$ cat src/rtl/qbp_pkg.sv
package qbp_pkg;

    typedef enum logic [2:0] {
        BYTE_LOAD = 3'd0,
        BYTE_AND  = 3'd1,
        BYTE_OR   = 3'd2,
        BYTE_XOR  = 3'd3,
        BYTE_INC  = 3'd4,
        BYTE_DEC  = 3'd5,
        BYTE_NOP6 = 3'd6,
        BYTE_NOP7 = 3'd7
    } byte_op_e;

    typedef enum logic [1:0] {
        BIT_LOAD = 2'd0,
        BIT_SET  = 2'd1,
        BIT_CLR  = 2'd2,
        BIT_CPL  = 2'd3
    } bit_op_e;

endpackage

$ cat src/rtl/qbp_sync.sv
module qbp_sync #(
    parameter int WIDTH       = 8,
    parameter int STAGES      = 2,
    parameter bit RESET_LEVEL = 1'b1
) (
    input  logic             clk,
    input  logic             rst_n,
    input  logic [WIDTH-1:0] din,
    output logic [WIDTH-1:0] dout
);

    logic [WIDTH-1:0] stg [STAGES];

    always_ff @(posedge clk or negedge rst_n) begin
        if (!rst_n) begin
            for (int s = 0; s < STAGES; s++) begin
                stg[s] <= {WIDTH{RESET_LEVEL}};
            end
        end else begin
            stg[0] <= din;
            for (int s = 1; s < STAGES; s++) begin
                stg[s] <= stg[s-1];
            end
        end
    end

    assign dout = stg[STAGES-1];

endmodule

$ cat src/rtl/qbp_update.sv
module qbp_update
    import qbp_pkg::*;
#(
    parameter int WIDTH = 8,
    localparam int IDX_W = $clog2(WIDTH)
) (
    input  logic [WIDTH-1:0] cur,
    input  logic             byte_en,
    input  logic [2:0]       byte_op,
    input  logic [WIDTH-1:0] byte_data,
    input  logic             bit_en,
    input  logic [1:0]       bit_op,
    input  logic [IDX_W-1:0] bit_idx,
    input  logic             bit_val,
    output logic [WIDTH-1:0] nxt
);

    byte_op_e bop;
    bit_op_e  iop;

    assign bop = byte_op_e'(byte_op);
    assign iop = bit_op_e'(bit_op);

    always_comb begin
        nxt = cur;
        if (bit_en) begin
            unique case (iop)
                BIT_LOAD: nxt[bit_idx] = bit_val;
                BIT_SET:  nxt[bit_idx] = 1'b1;
                BIT_CLR:  nxt[bit_idx] = 1'b0;
                BIT_CPL:  nxt[bit_idx] = ~cur[bit_idx];
            endcase
        end else if (byte_en) begin
            unique case (bop)
                BYTE_LOAD: nxt = byte_data;
                BYTE_AND:  nxt = cur & byte_data;
                BYTE_OR:   nxt = cur | byte_data;
                BYTE_XOR:  nxt = cur ^ byte_data;
                BYTE_INC:  nxt = cur + {{(WIDTH-1){1'b0}}, 1'b1};
                BYTE_DEC:  nxt = cur - {{(WIDTH-1){1'b0}}, 1'b1};
                BYTE_NOP6: nxt = cur;
                BYTE_NOP7: nxt = cur;
            endcase
        end
    end

endmodule

$ cat src/rtl/qbp_pad.sv
module qbp_pad #(
    parameter int WIDTH      = 8,
    parameter bit OPEN_DRAIN = 1'b0
) (
    input  logic [WIDTH-1:0] latch,
    output logic [WIDTH-1:0] drive_low,
    output logic [WIDTH-1:0] pullup_en
);

    for (genvar i = 0; i < WIDTH; i++) begin : g_pin
        assign drive_low[i] = ~latch[i];
        if (OPEN_DRAIN) begin : g_od
            assign pullup_en[i] = 1'b0;
        end else begin : g_pu
            assign pullup_en[i] = latch[i];
        end
    end

endmodule

$ cat src/rtl/qbport.sv
module qbport #(
    parameter int WIDTH       = 8,
    parameter bit OPEN_DRAIN  = 1'b0,
    parameter int SYNC_STAGES = 2,
    localparam int IDX_W      = $clog2(WIDTH)
) (
    input  logic             clk,
    input  logic             rst_n,
    input  logic             wr_byte_en,
    input  logic [2:0]       wr_byte_op,
    input  logic [WIDTH-1:0] wr_byte_data,
    input  logic             wr_bit_en,
    input  logic [1:0]       wr_bit_op,
    input  logic [IDX_W-1:0] wr_bit_idx,
    input  logic             wr_bit_val,
    input  logic             rd_pin_sel,
    input  logic             rd_latch_sel,
    output logic [WIDTH-1:0] rd_data,
    input  logic [WIDTH-1:0] pad_in,
    output logic [WIDTH-1:0] drive_low,
    output logic [WIDTH-1:0] pullup_en
);

    logic [WIDTH-1:0] latch_q;
    logic [WIDTH-1:0] latch_nxt;
    logic [WIDTH-1:0] pin_sync;

    qbp_update #(.WIDTH(WIDTH)) u_upd (
        .cur       (latch_q),
        .byte_en   (wr_byte_en),
        .byte_op   (wr_byte_op),
        .byte_data (wr_byte_data),
        .bit_en    (wr_bit_en),
        .bit_op    (wr_bit_op),
        .bit_idx   (wr_bit_idx),
        .bit_val   (wr_bit_val),
        .nxt       (latch_nxt)
    );

    always_ff @(posedge clk or negedge rst_n) begin
        if (!rst_n) begin
            latch_q <= '1;
        end else if (wr_byte_en || wr_bit_en) begin
            latch_q <= latch_nxt;
        end
    end

    qbp_sync #(.WIDTH(WIDTH), .STAGES(SYNC_STAGES), .RESET_LEVEL(1'b1)) u_sync (
        .clk   (clk),
        .rst_n (rst_n),
        .din   (pad_in),
        .dout  (pin_sync)
    );

    qbp_pad #(.WIDTH(WIDTH), .OPEN_DRAIN(OPEN_DRAIN)) u_pad (
        .latch     (latch_q),
        .drive_low (drive_low),
        .pullup_en (pullup_en)
    );

    always_comb begin
        if (rd_latch_sel)     rd_data = latch_q;
        else if (rd_pin_sel)  rd_data = pin_sync;
        else                  rd_data = '0;
    end

endmodule

$ cat config.mk
export PLATFORM = sky130hd
export DESIGN_NAME = qbport
export DESIGN_NICKNAME = d
export VERILOG_FILES = /design/src/rtl/qbp_pkg.sv /design/src/rtl/qbp_sync.sv /design/src/rtl/qbp_update.sv /design/src/rtl/qbp_pad.sv /design/src/rtl/qbport.sv
export SDC_FILE = /design/constraint.sdc
export NUM_CORES = 1
export LEC_CHECK = 0
export ABC_AREA = 1
export CORE_MARGIN = 3
export CORE_UTILIZATION = 45
export DETAILED_ROUTE_END_ITERATION = 7
export PLACE_DENSITY = 0.73
export SLEW_MARGIN = 20
export SYNTH_ARGS = -nofsm -noshare
export SYNTH_HDL_FRONTEND = slang
export SYNTH_HIERARCHICAL = 1
export SYNTH_SLANG_ARGS = --single-unit
$ cat constraint.sdc
create_clock -name clk -period 5.4 [get_ports clk]
set_input_delay 1.08 -clock clk [delete_from_list [all_inputs] [get_ports clk]]
set_output_delay 1.08 -clock clk [all_outputs]
set_load 0.05 [all_outputs]
==> results of run 1 <==
-- flip-flops by register name, summed over array words and instances, names as in the netlist --
name and count:
u_sync/dout 8, latch_q 8, u_sync/stg 8
-- kinds of logic (layout without fill, tap and decap cells) --
| kind of cell | Yosys count | after routing |
|---|---|---|
| simple gates | 152 | 152 |
| compound gates | 73 | 73 |
| buf+inv | 73 | 109 |
| flops | 24 | 24 |
| fa+ha+maj | 17 | 17 |
| xor+xnor | 1 | 1 |
-- metrics by stage --
stage	setup slack, ns	hold slack [ns]	utilization	area, sq um
3_3_place_gp	1.57	0.346	0.571	2770
2_1_floorplan	2.58	0.345	-	2310
3_5_place_dp	1.52	0.347	0.571	2770
6_report	1.53	0.357	0.585	2840
5_1_grt	1.42	0.361	0.585	2840
4_1_cts	1.52	0.358	0.586	2840
-- layer usage --
metal  global-route usage  wire length, microns  vias to the layer above
met2                0.319                  2720                       83
met3               0.0336                   317                        3
li1                     -                     -                     1181
met4               0.0356                    35                        0
met5                    0                     0                        -
met1                0.282                  2840                     1073
-- cells in the final DEF (no fill, tap or decap), drive strengths merged, types with 3 or more instances in the layout --
cell / synthesis / routed
nor2: 12 / 12
o21ai: 36 / 36
a21oi: 18 / 18
inv: 49 / 49
o211ai: 3 / 3
o22ai: 4 / 4
ha: 17 / 17
nand2: 101 / 101
clkbuf: 1 / 3
a211oi: 6 / 6
dfstp: 24 / 24
nand3: 31 / 31
clkdlybuf4s50: 0 / 53
nor3: 5 / 5
-- report_power, final --
| part | internal, W | switching (W) |
|---|---|---|
| Clock | 0.0000990 | 0.0000530 |
| Combinational | 0.000131 | 0.000248 |
| Sequential | 0.000212 | 0.0000359 |
| Total | 0.000441 | 0.000337 |
-- layout make-up --
| type | count | area share |
|---|---|---|
| Clock buffer | 3 | 0.0146 |
| Clock inverter | 1 | 0.0106 |
| Inverter | 51 | 0.0693 |
| Multi-Input combinational cell | 243 | 0.465 |
| Sequential cell | 24 | 0.222 |
| Tap cell | 67 | 0.0296 |
| Timing Repair Buffer | 54 | 0.189 |
-- worst max-delay path, cell delays in order --
cell,delay (ns)
clkdlybuf4s50_1,0.56
inv_2,0.19
nand3_1,0.08
nand2_1,0.07
clkdlybuf4s50_1,0.80
-- path summary, 6_finish.rpt --
kind	cells past startpoint	slack, ns	from	endpoint
setup / recovery	5	1.53	rd_latch_sel	rd_data[2]
hold / removal	0	0.36	u_sync/stg[11]	u_sync/dout[3]
setup reg to reg	15	3.05	latch_q[1]	latch_q[4]
hold reg to reg	0	0.36	u_sync/stg[11]	u_sync/dout[3]
max in group asynchronous	1	4.27	rst_n	latch_q[3]
min in group asynchronous	1	1.10	rst_n	u_sync/stg[14]
==> flow_summary.ini, run 1 <==
[sta]
tightest_slew_ns = 0.801
setup_viol = 0
drv_slew = 0
rsz0062_at_grt = false
fmax_ghz = 0.258
setup_tns_ns = 0
period_share = 0.717
hold_viol_final = 0
fin_skew_ns = 0.00387
period_needed_ns = 3.87
relSlewSlack = 0.462

[cts]
cts_inserted_buffers = 3
postCtsHoldBufs = 0
cts_setup_buffers = 0
cts_sinks = 24
root_buffer = clkbuf_8
cts-resized-gates = 0
clk_latency_ns = 0.26
htreeDepth = 1
cts_max_path_buffers = 2
tritoncts = built
clkTransAtPathRegs_ns = 0.08

[yosys]
syn_avg_cell_area_sq_um = 6.78
synth_seq_area_share = 0.273
post_synth_most_frequent_cells = 100 x nand2_1, 45 x inv_1, 32 x o21ai_0, 30 x nand3_1, 24 x dfstp_2
synth_top_area_share = 0.273
ys.flop_type = dfstp_2
synth-adder-area-share = 0.0922
synthSimpleGateAreaFrac = 0.293
yosysMostFrequentCell = nand2_1
synth_compound_area_frac = 0.182
synth-edff-count = 0
synth_fp_nets = 388
synth-xor-area-share = 0.00380
synth_top_family_by_area = simple AND/OR/NAND/NOR gates
ys_ff_latch = 24
synth.distinct_cells = 33
syn_area_sq_mm = 0.00231
yosysTopAreaCell = dfstp_2
synth_cells = 340
synth_area_leaders = dfstp_2 27%, nand2_1 16%, ha_1 9.2%
async_reset_ff_frac = 1.00
yosysWarnings = 6
synthMuxAreaShare = 0

[detailed_routing]
drtPass1Iterations = 5
routed_wl_mm = 5.91
detail-route-antenna-nets = 0
post_drt_wl_per_cell_microns = 13.3
vias = 2340
drc_errors = 0
dr.first_iter.drc_count = 268
viasPerCell = 5.28

[placed_design]
dp_hpwl_mm = 4.57
port_buffers = 54
routabilityCongestion = 0.865
dpl.cell_count = 439

[setup_path]
critPathRequiredTime_ns = 4.32
criticalPathCategory = in -> out
start_kind = input pin
cp-end-kind = output pin
critPathArrivalTime_ns = 2.79
cp_max_fo = 9

[floorplan]
core.rowCount = 25
dieHeight_microns = 77.6
die_w_microns = 77.6
initial_core_util = 0.476
dieArea_sq_mm = 0.00602
io_pins = 55
core_sq_mm = 0.00485

[pwr]
ir_worst_vdd_mv = 0.218
total_power_w = 0.000778
leakagePower_nw = 1.37
pwr_density_cell_mw_per_mm2 = 275

[finish]
multi_input_area_sq_mm = 0.00132
drive_gt1_frac = 0.106
area_delta_synth_final_pct = 23.0
fillers = 467
nNetsFinal = 425
seqCellArea_sq_um = 631
layoutNonFillerInstCount = 443
antenna_cells = 0

[global_routing]
grt_pass1_wl_mm = 9.85
grt_max_degree = 25
grtUsageTotal = 0.199
first_global_vias = 2073
overflow = 0
antenna_found_initial = 0

[hold_path]
worst_hold_path_type = reg -> reg

[run_status]
status = complete, no violations

[job]
maxCapViolCount = 0
No activity file was read; power rests on OpenSTA's default activity.
==> inputs of run 2 (changes only) <==
PLACE_DENSITY = 0.76   (was 0.73)
clock period = 3.25 ns   (was 5.4 ns; I/O delays follow)
==> run 2 against run 1 <==
Sequential power is 67% higher. Global-route usage is 1.0 points higher. Combinational power is 68% higher. Total power is 60% higher. Largest cell class unchanged. Non-clock buffer count is 7 higher. Die area stayed put. Routed wire length is 3.8% higher. Sequential share of layout area is 0.17 points lower. Flip-flop and latch count stayed put. Setup slack worse by 0.97 ns. Clock-buffer cell count is 1 higher. Clock power is 29% higher.
==> flow_summary.ini, run 2 (same netlist as run 1, synthesis figures left out) <==
[cts]
postCtsHoldBufs = 0
htreeDepth = 1
clk_latency_ns = 0.26
tritoncts = built
cts_setup_buffers = 0
cts_inserted_buffers = 3
cts_max_path_buffers = 2
clkTransAtPathRegs_ns = 0.08
cts-resized-gates = 0
root_buffer = clkbuf_8
cts_sinks = 24

[detailed_routing]
vias = 2418
dr.first_iter.drc_count = 202
routed_wl_mm = 6.14
drc_errors = 0
post_drt_wl_per_cell_microns = 13.6
detail-route-antenna-nets = 0
drtPass1Iterations = 5
viasPerCell = 5.37

[job]
maxCapViolCount = 0

[pwr]
pwr_density_cell_mw_per_mm2 = 436
leakagePower_nw = 1.40
ir_worst_vdd_mv = 0.332

[placed_design]
routabilityCongestion = 0.892
dp_hpwl_mm = 4.77
place_area_sq_mm = 0.00280
port_buffers = 54

[finish]
mostFrequentLayoutCell = nand2_1
antenna_cells = 0
final_cell_mix = 100 x nand2_1, 46 x clkdlybuf4s50_1, 45 x inv_1, 32 x o21ai_0, 30 x nand3_1
drive_gt1_frac = 0.141
area_delta_synth_final_pct = 23.9
fin_util = 0.589
post-route-cell-area_sq_mm = 0.00286
nNetsFinal = 432
fillers = 461

[sta]
fin_skew_ns = 0.00341
relSlewSlack = 0.326
rsz0062_at_grt = false
fmax_ghz = 0.372
whs_ns = 0.359
drv_slew = 0
period_needed_ns = 2.69
setup_viol = 0
tightest_slew_ns = 1.01
setup_tns_ns = 0
hold_viol_final = 0
period_share = 0.828

[setup_path]
critPathArrivalTime_ns = 2.90
cp_max_fo = 9
start_kind = input pin
critical-path-max-stage-delay_ns = 0.64
critPathRequiredTime_ns = 3.46
critPathBufInv = 3
crit_family = simple AND/OR/NAND/NOR gates
crit_path_frequent_cell = nand2_1
cp_slowest_cell = clkdlybuf4s50_1
criticalPathCategory = in -> reg
path_cells = clkdlybuf4s50_1 -> nand3_4 -> nand2_1 -> nand2_1 -> inv_1 -> ha_1 -> inv_1 -> nand2_1 -> nand3_1 -> o21ai_1 -> nor2_1 -> o21ai_1 -> nand3_1 -> a21oi_1 -> o21ai_0 -> nand2_1
cp-end-kind = flop

[global_routing]
grt_max_degree = 25
antenna_found_initial = 0
grt_pass1_wl_mm = 10.4
grtUsageTotal = 0.209
first_global_vias = 2120
overflow = 0

[floorplan]
io_pins = 55
core.rowCount = 25
dieHeight_microns = 77.6
die_w_microns = 77.6
dieArea_sq_mm = 0.00602
initial_core_util = 0.476
core_sq_mm = 0.00485

[run_status]
status = complete, no violations

[hold_path]
worst_hold_path_type = reg -> reg
[run 2: cell types whose count changed in the layout (fill, tap and decap cells not counted), sizes merged]
cell,previous run,this run
buf,1,15
bufinv,1,0
clkbuf,3,4
clkdlybuf4s50,53,46
[run 2: worst register-to-register path, stage by stage, from the launching register on]
cell and delay, ns:
dfstp_2 0.66, nand4_1 0.22, nand2_1 0.12, inv_1 0.04, ha_1 0.16, inv_1 0.07
nand2_1 0.05, nand3_1 0.12, nor2_1 0.05, nand2_1 0.07, nand2_1 0.05, nand2_1 0.05
nand3_1 0.11, nand2_1 0.10, nand2_1 0.05, nand2_1 0.05, nand2_1 0.04, nand2_1 0.06
o21ai_0 0.07, nand2_1 0.06
[run 2: cell type report]
class / instances / area (sq um) / area share
Sequential cell: 24 / 631 / 0.221
Inverter: 51 / 196 / 0.0688
Timing Repair Buffer: 61 / 573 / 0.201
Multi-Input combinational cell: 243 / 1320 / 0.461
Tap cell: 67 / 83.8 / 0.0293
Clock buffer: 4 / 55.1 / 0.0193
[run 2: power by group]
group	internal [W]	switching, W	leakage (nW)	total, W
registers	0.000352	0.0000608	0.252	0.000412
logic	0.000219	0.000419	1.12	0.000637
clock network	0.000108	0.0000880	0.0288	0.000196
total	0.000678	0.000568	1.40	0.00125
[run 2: per-stage QoR]
step | setup WS, ns | power [W] | std cells
2_1_floorplan | 1.09 | 0.000850 | 340
3_3_place_gp | 0.344 | 0.00104 | 446
3_5_place_dp | 0.343 | 0.00105 | 446
4_1_cts | 0.612 | 0.00125 | 450
5_1_grt | 0.328 | 0.00133 | 450
6_report | 0.560 | 0.00125 | 450
[run 2: routing by layer]
layer / global-route usage / vias up / part of all wire / wire length, microns
li1: - / 1188 / - / -
met1: 0.300 / 1101 / 0.42 / 2590
met2: 0.331 / 121 / 0.48 / 2930
met3: 0.0325 / 8 / 0.088 / 538
met4: 0.0427 / 0 / 0.014 / 83
met5: 0 / - / 0 / 0
[run 2: path summary, 6_finish.rpt]
kind                                 from              to  slack (ns)  cells after the start
max                         wr_byte_op[0]      latch_q[4]        0.56                     16
min                        u_sync/stg[15]  u_sync/dout[7]        0.36                      0
max reg2reg                    latch_q[1]      latch_q[6]        0.97                     19
min reg2reg                u_sync/stg[15]  u_sync/dout[7]        0.36                      0
max in group asynchronous           rst_n      latch_q[6]        1.83                      1
min in group asynchronous           rst_n  u_sync/stg[15]        1.39                      1
==> inputs of run 3 (changes only) <==
PLACE_DENSITY = 0.73   (was 0.76)
clock period = 2.61 ns   (was 3.25 ns; I/O delays follow)
==> run 3 against run 2 <==
Sequential share of layout area shrank 1.1 points. Clock skew grew 0.0059 ns. Cell count grew 1.6%. Via count is essentially flat. Non-clock buffer count grew 8. Clock power grew 7%. Combinational power grew 34%. Hold slack lost 0.012 ns. Critical path type unchanged. Largest cell class unchanged. Largest power group unchanged.
==> flow_summary.ini, run 3 (same netlist as run 1, synthesis figures left out) <==
[run_status]
status = complete, no violations

[global_routing]
grt_max_degree = 25
grt_pass1_wl_mm = 10.9
grtUsageTotal = 0.219
first_global_vias = 2259
antenna_found_initial = 0
overflow = 0

[finish]
antenna_cells = 0
fillers = 456
final_cell_mix = 100 x nand2_1, 45 x clkdlybuf4s50_1, 45 x inv_1, 32 x o21ai_0, 30 x nand3_1
seqCellArea_sq_um = 631
nNetsFinal = 440
mostFrequentLayoutCell = nand2_1
fin_util = 0.620
multi_input_area_sq_mm = 0.00132
drive_gt1_frac = 0.156
area_delta_synth_final_pct = 30.3
post-route-cell-area_sq_mm = 0.00301

[setup_path]
cp_max_fo = 3
path_cells = clkdlybuf4s50_1 -> buf_4 -> nand3_4 -> nand2_1 -> nand2_1 -> inv_1 -> ha_1 -> inv_1 -> nand2_1 -> nand3_1 -> o21ai_1 -> nor2_1 -> o21ai_1 -> nand3_1 -> a21oi_1 -> o21ai_0 -> nand2_1
reg2reg_to = latch_q[3]
criticalPathCategory = in -> reg
critical-path-max-stage-delay_ns = 0.47
critPathArrivalTime_ns = 2.51
cp_slowest_cell = clkdlybuf4s50_1
cp-end-kind = flop
crit_path_frequent_cell = nand2_1
r2r_setup_slack_ns = 0.33
reg2reg_from = latch_q[3]
start_kind = input pin
critPathRequiredTime_ns = 2.82
r2r_cells = 12

[cts]
clk_latency_ns = 0.26
postCtsHoldBufs = 0
cts_setup_buffers = 0
root_buffer = clkbuf_8
tritoncts = built
cts_max_path_buffers = 2
cts_inserted_buffers = 3
htreeDepth = 1
cts-resized-gates = 0
cts_sinks = 24
clkTransAtPathRegs_ns = 0.08

[pwr]
pwr_density_cell_mw_per_mm2 = 525
leakagePower_nw = 1.47
total_power_w = 0.00158
ir_worst_vdd_mv = 0.468

[hold_path]
min_to = u_sync/dout[5]
worstHoldStart = u_sync/stg[13]
worst_hold_path_type = reg -> reg
whs_path_depth = 0

[sta]
whs_ns = 0.346
period_share = 0.883
relSlewSlack = 0.667
fmax_ghz = 0.434
rsz0062_at_grt = false
setup_viol = 0
drv_slew = 0
fin_skew_ns = 0.00927
period_needed_ns = 2.30
tightest_slew_ns = 0.498
hold_viol_final = 0

[detailed_routing]
vias = 2417
post_drt_wl_per_cell_microns = 14.0
drtPass1Iterations = 4
detail-route-antenna-nets = 0
routed_wl_mm = 6.39
drc_errors = 0
viasPerCell = 5.29
dr.first_iter.drc_count = 219

[floorplan]
core.rowCount = 25
io_pins = 55
die_w_microns = 77.6
dieArea_sq_mm = 0.00602
core_sq_mm = 0.00485
initial_core_util = 0.476
dieHeight_microns = 77.6

[placed_design]
dp_hpwl_mm = 5.02
place_area_sq_mm = 0.00296
routabilityCongestion = 0.959
port_buffers = 54

[job]
maxCapViolCount = 0
[run 3: cell types whose count changed in the layout (fill, tap and decap cells not counted), sizes merged]
cell,before,now
clkbuf,4,3
clkdlybuf4s50,46,45
buf,15,23
dlymetal6s2s,0,1
[run 3: layout make-up]
type                    instances  share of cell area
clock buffers                   3              0.0137
repair buffers                 69               0.245
well taps                      67              0.0279
multi-input cells             243               0.438
flip-flops and latches         24               0.210
inverters                      51              0.0654
[run 3: worst max path at each step]
stage,slack [ns],to,cells after the start,startpoint
2_1_floorplan,0.57,latch_q[6],20,wr_byte_op[1]
3_3_place_gp,0.04,latch_q[4],16,wr_byte_op[0]
3_5_place_dp,-0.003,latch_q[4],16,wr_byte_op[0]
4_1_cts,0.26,latch_q[4],16,wr_byte_op[0]
5_1_grt,0.06,latch_q[6],22,wr_byte_op[2]
6_report,0.31,latch_q[4],17,wr_byte_op[2]
[run 3: where the power goes]
part	switching, W	internal, W
Combinational	0.000535	0.000319
Clock	0.000106	0.000103
Sequential	0.0000764	0.000438
[run 3: critical path: cells and delay by family]
family,cells,cell delay [ns]
buffers and inverters,4,0.71
adder cells (fa/ha/maj),1,0.13
AND/OR/NAND/NOR,8,0.61
AO/OA/AOI/OAI,4,0.54
[run 3: per-stage QoR]
stage                     setup TNS, ns  cells  worst slack [ns]
after detailed placement       -0.00263    454          -0.00263
after global placement                0    454            0.0352
final                                 0    457             0.307
after CTS                             0    457             0.264
after floorplan                       0    340             0.574
after global routing                  0    457            0.0604
[run 3: per-layer routing]
metal / track usage / routed length, microns / vias to the layer above
li1: - / - / 1196
met1: 0.306 / 2780 / 1114
met2: 0.365 / 3050 / 99
met3: 0.0244 / 460 / 8
met4: 0.0427 / 99 / 0
met5: 0 / 0 / -
